File: src/rtl/cfgram_pkg.sv
package cfgram_pkg;
    localparam int IDX_ADDR_BITS = 7;

    localparam logic [6:0] LOC_RATE  = 7'h0A;
    localparam logic [6:0] LOC_FLAG  = 7'h0C;
    localparam logic [6:0] LOC_STAT  = 7'h0D;
    localparam logic [6:0] SUM_FIRST = 7'h10;
    localparam logic [6:0] SUM_LAST  = 7'h2D;
    localparam logic [6:0] SUM_HI    = 7'h2E;
    localparam logic [6:0] SUM_LO    = 7'h2F;

    typedef enum logic [1:0] {
        SUM_IDLE,
        SUM_ACCUM,
        SUM_CHECK
    } sum_state_e;
endpackage

File: src/rtl/cfgram_index.sv
module cfgram_index (
    input  logic       clk,
    input  logic       rst_n,
    input  logic       idx_wr,
    input  logic [7:0] wdata,
    output logic [7:0] idx_q
);
    always_ff @(posedge clk or negedge rst_n) begin
        if (!rst_n) begin
            idx_q <= 8'h00;
        end else if (idx_wr) begin
            idx_q <= wdata;
        end
    end
endmodule

File: src/rtl/cfgram_store.sv
module cfgram_store
    import cfgram_pkg::*;
#(
    parameter int MEM_BYTES = 128
) (
    input  logic        clk,
    input  logic        rst_n,
    input  logic        wr_en,
    input  logic        rd_en,
    input  logic [6:0]  addr,
    input  logic [7:0]  wdata,
    input  logic        supply_good,
    input  logic [6:0]  sum_ptr,
    output logic [7:0]  rdata,
    output logic [7:0]  sum_byte,
    output logic [15:0] chk_word
);
    localparam int AW = $clog2(MEM_BYTES);

    logic [7:0]    mem [MEM_BYTES];
    logic [AW-1:0] pa;
    logic [AW-1:0] sa;
    logic [7:0]    rd_value;
    logic          pa_locked;

    assign pa = addr[AW-1:0];
    assign sa = sum_ptr[AW-1:0];

    generate
        if (AW < IDX_ADDR_BITS) begin : g_fold
            logic unused_hi;
            assign unused_hi = ^{addr[IDX_ADDR_BITS-1:AW], sum_ptr[IDX_ADDR_BITS-1:AW]};
        end
    endgenerate

    assign pa_locked = (pa == AW'(LOC_FLAG)) || (pa == AW'(LOC_STAT));
    assign rd_value  = (pa == AW'(LOC_STAT)) ? {supply_good, 7'b0} : mem[pa];
    assign sum_byte  = mem[sa];
    assign chk_word  = {mem[AW'(SUM_HI)], mem[AW'(SUM_LO)]};

    always_ff @(posedge clk or negedge rst_n) begin
        if (!rst_n) begin
            for (int i = 0; i < MEM_BYTES; i++) begin
                mem[i] <= 8'h00;
            end
            rdata <= 8'h00;
        end else begin
            if (wr_en && !pa_locked) begin
                if (pa == AW'(LOC_RATE)) begin
                    mem[pa][6:0] <= wdata[6:0];
                end else begin
                    mem[pa] <= wdata;
                end
            end
            if (rd_en) begin
                rdata <= rd_value;
            end
        end
    end
endmodule

File: src/rtl/cfgram_sum.sv
module cfgram_sum
    import cfgram_pkg::*;
(
    input  logic        clk,
    input  logic        rst_n,
    input  logic        start,
    input  logic [7:0]  byte_in,
    input  logic [15:0] chk_word,
    output logic [6:0]  ptr,
    output logic        done,
    output logic        ok
);
    sum_state_e  state_q, state_d;
    logic [15:0] acc;

    always_ff @(posedge clk or negedge rst_n) begin
        if (!rst_n) begin
            state_q <= SUM_IDLE;
        end else begin
            state_q <= state_d;
        end
    end

    always_comb begin
        state_d = state_q;
        unique case (state_q)
            SUM_IDLE:  if (start) state_d = SUM_ACCUM;
            SUM_ACCUM: if (ptr == SUM_LAST) state_d = SUM_CHECK;
            SUM_CHECK: state_d = SUM_IDLE;
            default:   state_d = SUM_IDLE;
        endcase
    end

    always_ff @(posedge clk or negedge rst_n) begin
        if (!rst_n) begin
            acc  <= 16'h0000;
            ptr  <= SUM_FIRST;
            done <= 1'b0;
            ok   <= 1'b0;
        end else begin
            done <= 1'b0;
            unique case (state_q)
                SUM_IDLE: begin
                    acc <= 16'h0000;
                    ptr <= SUM_FIRST;
                end
                SUM_ACCUM: begin
                    acc <= acc + {8'h00, byte_in};
                    ptr <= ptr + 7'd1;
                end
                SUM_CHECK: begin
                    done <= 1'b1;
                    ok   <= (acc == chk_word);
                end
                default: ;
            endcase
        end
    end
endmodule

File: src/rtl/cfgram_port.sv
module cfgram_port #(
    parameter int MEM_BYTES = 128
) (
    input  logic       clk,
    input  logic       rst_n,
    input  logic       idx_wr,
    input  logic       data_wr,
    input  logic       data_rd,
    input  logic [7:0] wdata,
    input  logic       supply_good,
    input  logic       sum_start,
    output logic [7:0] rdata,
    output logic       nmi_mask,
    output logic       sum_done,
    output logic       sum_ok
);
    logic [7:0]  idx_q;
    logic [6:0]  sum_ptr;
    logic [7:0]  sum_byte;
    logic [15:0] chk_word;

    cfgram_index u_index (
        .clk    (clk),
        .rst_n  (rst_n),
        .idx_wr (idx_wr),
        .wdata  (wdata),
        .idx_q  (idx_q)
    );

    cfgram_store #(.MEM_BYTES(MEM_BYTES)) u_store (
        .clk         (clk),
        .rst_n       (rst_n),
        .wr_en       (data_wr),
        .rd_en       (data_rd),
        .addr        (idx_q[6:0]),
        .wdata       (wdata),
        .supply_good (supply_good),
        .sum_ptr     (sum_ptr),
        .rdata       (rdata),
        .sum_byte    (sum_byte),
        .chk_word    (chk_word)
    );

    cfgram_sum u_sum (
        .clk      (clk),
        .rst_n    (rst_n),
        .start    (sum_start),
        .byte_in  (sum_byte),
        .chk_word (chk_word),
        .ptr      (sum_ptr),
        .done     (sum_done),
        .ok       (sum_ok)
    );

    assign nmi_mask = idx_q[7];
endmodule

File: config.mk
export PLATFORM = sky130hd
export DESIGN_NAME = cfgram_port
export DESIGN_NICKNAME = d
export VERILOG_FILES = /design/src/rtl/cfgram_pkg.sv /design/src/rtl/cfgram_index.sv /design/src/rtl/cfgram_store.sv /design/src/rtl/cfgram_sum.sv /design/src/rtl/cfgram_port.sv
export SDC_FILE = /design/constraint.sdc
export NUM_CORES = 2
export LEC_CHECK = 0
export BUFFER_PORTS_ARGS = -buffer_cell sky130_fd_sc_hd__buf_2
export CAP_MARGIN = 20
export CORE_UTILIZATION = 40
export CTS_CLUSTER_SIZE = 24
export DETAILED_ROUTE_END_ITERATION = 8
export SLEW_MARGIN = 0
export SYNTH_ARGS = -nofsm -noshare
export SYNTH_HDL_FRONTEND = slang
export SYNTH_SLANG_ARGS = --single-unit
File: constraint.sdc
create_clock -name clk -period 5.4 [get_ports clk]
set_clock_uncertainty 0.15 [all_clocks]
set_input_delay 1.08 -clock clk [delete_from_list [all_inputs] [get_ports clk]]
set_output_delay 1.08 -clock clk [all_outputs]
set_load 0.05 [all_outputs]
==> impl_summary.log <==
INFO  metric postSynth.topFlopCell = sky130_fd_sc_hd__dfrtp_1
INFO  metric worstMarginPinSlew = 1220 ps
INFO  metric setup.worst_path.start_class = flop
INFO  metric cts-root-to-sink-buffers = 3
INFO  metric post_cts.repair.setup_buffers = 0
INFO  metric maxSlewViolCount = 0
INFO  metric first_global_vias = 40800
INFO  metric die-width = 380 um
INFO  metric worst_skew_pair.late_latency = about 760 ps
INFO  metric placement.io_buffers = 25
INFO  metric number_of_synthesis_warnings = 0
INFO  metric ir_drop = 0.318 mV
INFO  metric worst-endpoint-required = 5910 ps
INFO  metric routed_via_density = 6.69
INFO  metric cp_data_arrival_time = 5740 ps
INFO  metric report.final.hold_viol_count = 0
INFO  metric rsz_0062_raised_after_global_routing = no
INFO  metric number_of_flops_mapped_to_enable_cells_by_yosys = 0
INFO  metric floorplan.core_area = 142000 um^2
INFO  metric critPathMaxStageDelay = ~630 ps
INFO  metric drc_errors = 0
INFO  metric postRouteAntennaNets = 0
INFO  metric nNetsFinal = 4168
INFO  metric power.switching_fraction = 0.336
INFO  metric synth_top_cells_by_area = sky130_fd_sc_hd__dfrtp_1 47%, sky130_fd_sc_hd__mux2_2 21%, sky130_fd_sc_hd__mux4_2 15%
INFO  metric rrSetupSlack = 170 ps
INFO  metric synth.cell_area = 57200 um^2
INFO  metric initial_core_utilization = 0.403
INFO  metric tritoncts_num_sinks = 1067
INFO  metric setup_total_negative_slack = 0 ps
INFO  metric dr.pass1.iters = 7
INFO  metric switchingPower = around 0.0091 W
INFO  metric synth.ff_latch_count = 1067
INFO  metric critical_path_peak_fanout = 27
INFO  metric grt_first_pass_wirelength = 310 mm
INFO  metric worstSetupPathType = flop to flop
INFO  metric outcome = finished clean
INFO  metric internal_power = 0.0180 W
INFO  metric final_core_util = 0.454
INFO  metric leakage_dissipation = 28.5 nW
INFO  metric post_synth.cell_area_avg = 13.7 um^2
INFO  metric cts_repair_resize_count = 0
INFO  metric sequential_fraction_of_the_synthesis_area = 0.467
INFO  metric fmax = 191 MHz
INFO  metric report.power.total = 0.0271 W
INFO  metric cts_tree = built
INFO  metric final.period_utilization = 0.968
INFO  metric reg_power_frac = 0.376
INFO  metric reg2regPathDepth = 16
INFO  metric hold_path.class = input pin to async pin
INFO  metric antenna_found_initial = 14
INFO  metric finalSetupViolCount = 0
INFO  metric clk_pin_slew_worst_paths = approximately 60 ps
INFO  metric io_pins = 26
INFO  metric place.detailed.hpwl = about 140 mm
INFO  metric clock_power_share = 0.317
INFO  metric crit_path_cell_trace = buf_4 > mux4_2 > mux4_2 > mux2i_1 > o22ai_1 > a221o_1 > ha_1 > inv_1 > fa_1 > nor2b_1 > o21ai_0 > a21boi_0 > o21ai_0 > a21o_1 > a21oi_1 > o22ai_1
INFO  metric largest_net_degree_at_the_start_of_global_routing = 116
INFO  metric overflow = 0
INFO  metric cell_with_the_biggest_individual_delay_on_the_critical_path = sky130_fd_sc_hd__dfrtp_4
INFO  metric post-synth-top-area-cell = sky130_fd_sc_hd__dfrtp_1
INFO  metric finalWeightedCongestion = 0.959
INFO  metric ys_async_sr_fraction = 1.00
INFO  metric first_iter_violations = 5318
INFO  metric postSynthCellCount = 4159
INFO  metric clock_root_buffer = sky130_fd_sc_hd__clkbuf_16
INFO  metric postRouteWirelength = approximately 210 mm
INFO  metric setup.worst_path.end_class = flop
INFO  metric route.detailed.wl_per_inst = 34.9 um
INFO  metric global_route.usage.total = 0.295
INFO  metric yosys.area.top_type_share = 0.467
INFO  metric r2r_start = u_sum.ptr[0]
INFO  metric final_period_minus_worst_setup_slack = 5230 ps
INFO  metric synth_cell_type_count = between 70 and 80
INFO  metric vias = 41000
INFO  metric floorplan_row_count = 138
INFO  metric powerDensity = 421 nW/um^2
INFO  metric p_comb_frac = 0.306
INFO  metric cap_violations = 0
INFO  metric design.die.area = 144000 um^2
INFO  metric layout-area-overhead-vs-synth = 12.6%
INFO  metric numCtsBuffers = 115
INFO  metric cts_hold_repair.buffers = 0
INFO  metric synthesized_netlist_net_count = 4185
INFO  metric worst_r2r_endpoint = u_sum.acc[8]
INFO  metric cts-htree-levels = 3
INFO  metric max_slew_margin = 0.182
INFO  metric chipHeight = 380 um
INFO  metric share_of_post_route_cells_with_drive_strength_above_1 = 0.465
[layout by cell type, fill, tap and decap left out, types with 19 or more instances in the layout]
cell type	Yosys	routed
sky130_fd_sc_hd__mux2i_1	104	104
sky130_fd_sc_hd__clkbuf_8	0	25
sky130_fd_sc_hd__mux2_2	1073	1073
sky130_fd_sc_hd__xnor2_1	19	19
sky130_fd_sc_hd__o22ai_1	28	28
sky130_fd_sc_hd__o21ai_0	128	127
sky130_fd_sc_hd__clkinv_2	0	26
sky130_fd_sc_hd__nor2_2	22	23
sky130_fd_sc_hd__buf_12	0	32
sky130_fd_sc_hd__nand3_1	27	27
sky130_fd_sc_hd__a221o_1	23	23
sky130_fd_sc_hd__a221oi_1	132	132
sky130_fd_sc_hd__clkbuf_16	0	117
sky130_fd_sc_hd__a21oi_1	88	88
sky130_fd_sc_hd__mux4_2	388	388
sky130_fd_sc_hd__and2_1	21	19
sky130_fd_sc_hd__a22oi_1	60	60
sky130_fd_sc_hd__dfrtp_1	1066	1056
sky130_fd_sc_hd__nor2_1	128	125
sky130_fd_sc_hd__buf_4	14	195
sky130_fd_sc_hd__nand2_1	186	186
sky130_fd_sc_hd__a211oi_1	28	28
[power groups by stage]
stage               clock (W)  sequential (W)  combinational, W
floorplan                   0         0.00971           0.00563
global placement            0          0.0103           0.00806
detailed placement          0          0.0103           0.00816
CTS                   0.00871          0.0101           0.00819
global route          0.00902          0.0103           0.00866
finish                0.00861          0.0102           0.00831
[routing by layer]
layer / global-route usage / vias to the layer above / routed length, um
li1: - / 16100 / -
met1: 0.396 / 21800 / 84300
met2: 0.429 / 2490 / 94000
met3: 0.0894 / 617 / 24000
met4: 0.150 / 18 / 12000
met5: 0 / - / 119
[cells by family (layout without fill, tap and decap cells)]
logic type / count (synthesis) / after routing / synth area share
flops: 1067 / 1067 / 0.467
simple gates: 470 / 470 / 0.0373
other cells: 0 / 7 / 0
mux: 1565 / 1565 / 0.382
fa+ha+maj: 11 / 11 / 0.00254
compound gates: 628 / 628 / 0.0782
buf+inv: 397 / 475 / 0.0294
xor+xnor: 21 / 21 / 0.00322
[Yosys cell counts (all sizes together), types with 11 or more instances]
| library cell | instances |
|---|---|
| xnor2 | 19 |
| and3 | 12 |
| nand3 | 27 |
| a22oi | 60 |
| o221ai | 17 |
| o211ai | 16 |
| nand2 | 191 |
| mux2i | 104 |
| a21oi | 88 |
| nor3 | 14 |
| clkbuf | 242 |
| mux2 | 1073 |
| mux4 | 388 |
| nand4 | 11 |
| nor2b | 13 |
| o21ai | 128 |
| inv | 14 |
| a22o | 17 |
| dfrtp | 1066 |
| buf | 139 |
| a221oi | 132 |
| a31oi | 14 |
| nor2 | 150 |
| a221o | 23 |
| o22ai | 28 |
| and2 | 21 |
| a211oi | 28 |
[how the worst max path moves through the flow]
| stage | slack (ps) | endpoint | from | depth (start not counted) |
|---|---|---|---|---|
| floorplan | 1050 | u_sum.acc[12] | u_sum.ptr[0] | 17 |
| global placement | 430 | u_sum.acc[12] | u_sum.ptr[0] | 15 |
| detailed placement | 350 | u_sum.acc[12] | u_sum.ptr[0] | 15 |
| CTS | 310 | u_sum.acc[12] | u_sum.ptr[0] | 15 |
| global route | 10 | u_sum.acc[10] | u_sum.ptr[0] | 16 |
| finish | 170 | u_sum.acc[8] | u_sum.ptr[0] | 16 |
[worst max-delay path: cells and delay by family (launching register included)]
kind | cells | cell delay (ps)
AO/OA/AOI/OAI | 8 | 1900
multiplexers | 3 | 1340
flip-flops | 1 | 630
buffers and inverters | 2 | 620
adder cells (fa/ha/maj) | 2 | 380
AND/OR/NAND/NOR | 1 | 60
[per-stage QoR]
step | instances | hold slack, ps | area, um^2 | setup slack (ps)
after CTS | 6126 | 246 | 64300 | 313
final | 6134 | 241 | 64400 | 172
after global placement | 5913 | 229 | 60200 | 433
after global routing | 6129 | 261 | 64400 | 14.6
after detailed placement | 5914 | 233 | 60300 | 348
after floorplan | 4159 | 290 | 57200 | 1050
[area by class of cell]
class	instances	area, um^2
Antenna cell	7	17.5
Clock buffer	159	3340
Clock inverter	53	752
Fill cell	12600	77400
Inverter	16	62.6
Multi-Input combinational cell	2695	28900
Sequential cell	1067	26700
Tap cell	1890	2360
Timing Repair Buffer	247	2230
Note: power is estimated with default switching activity, not from simulation.
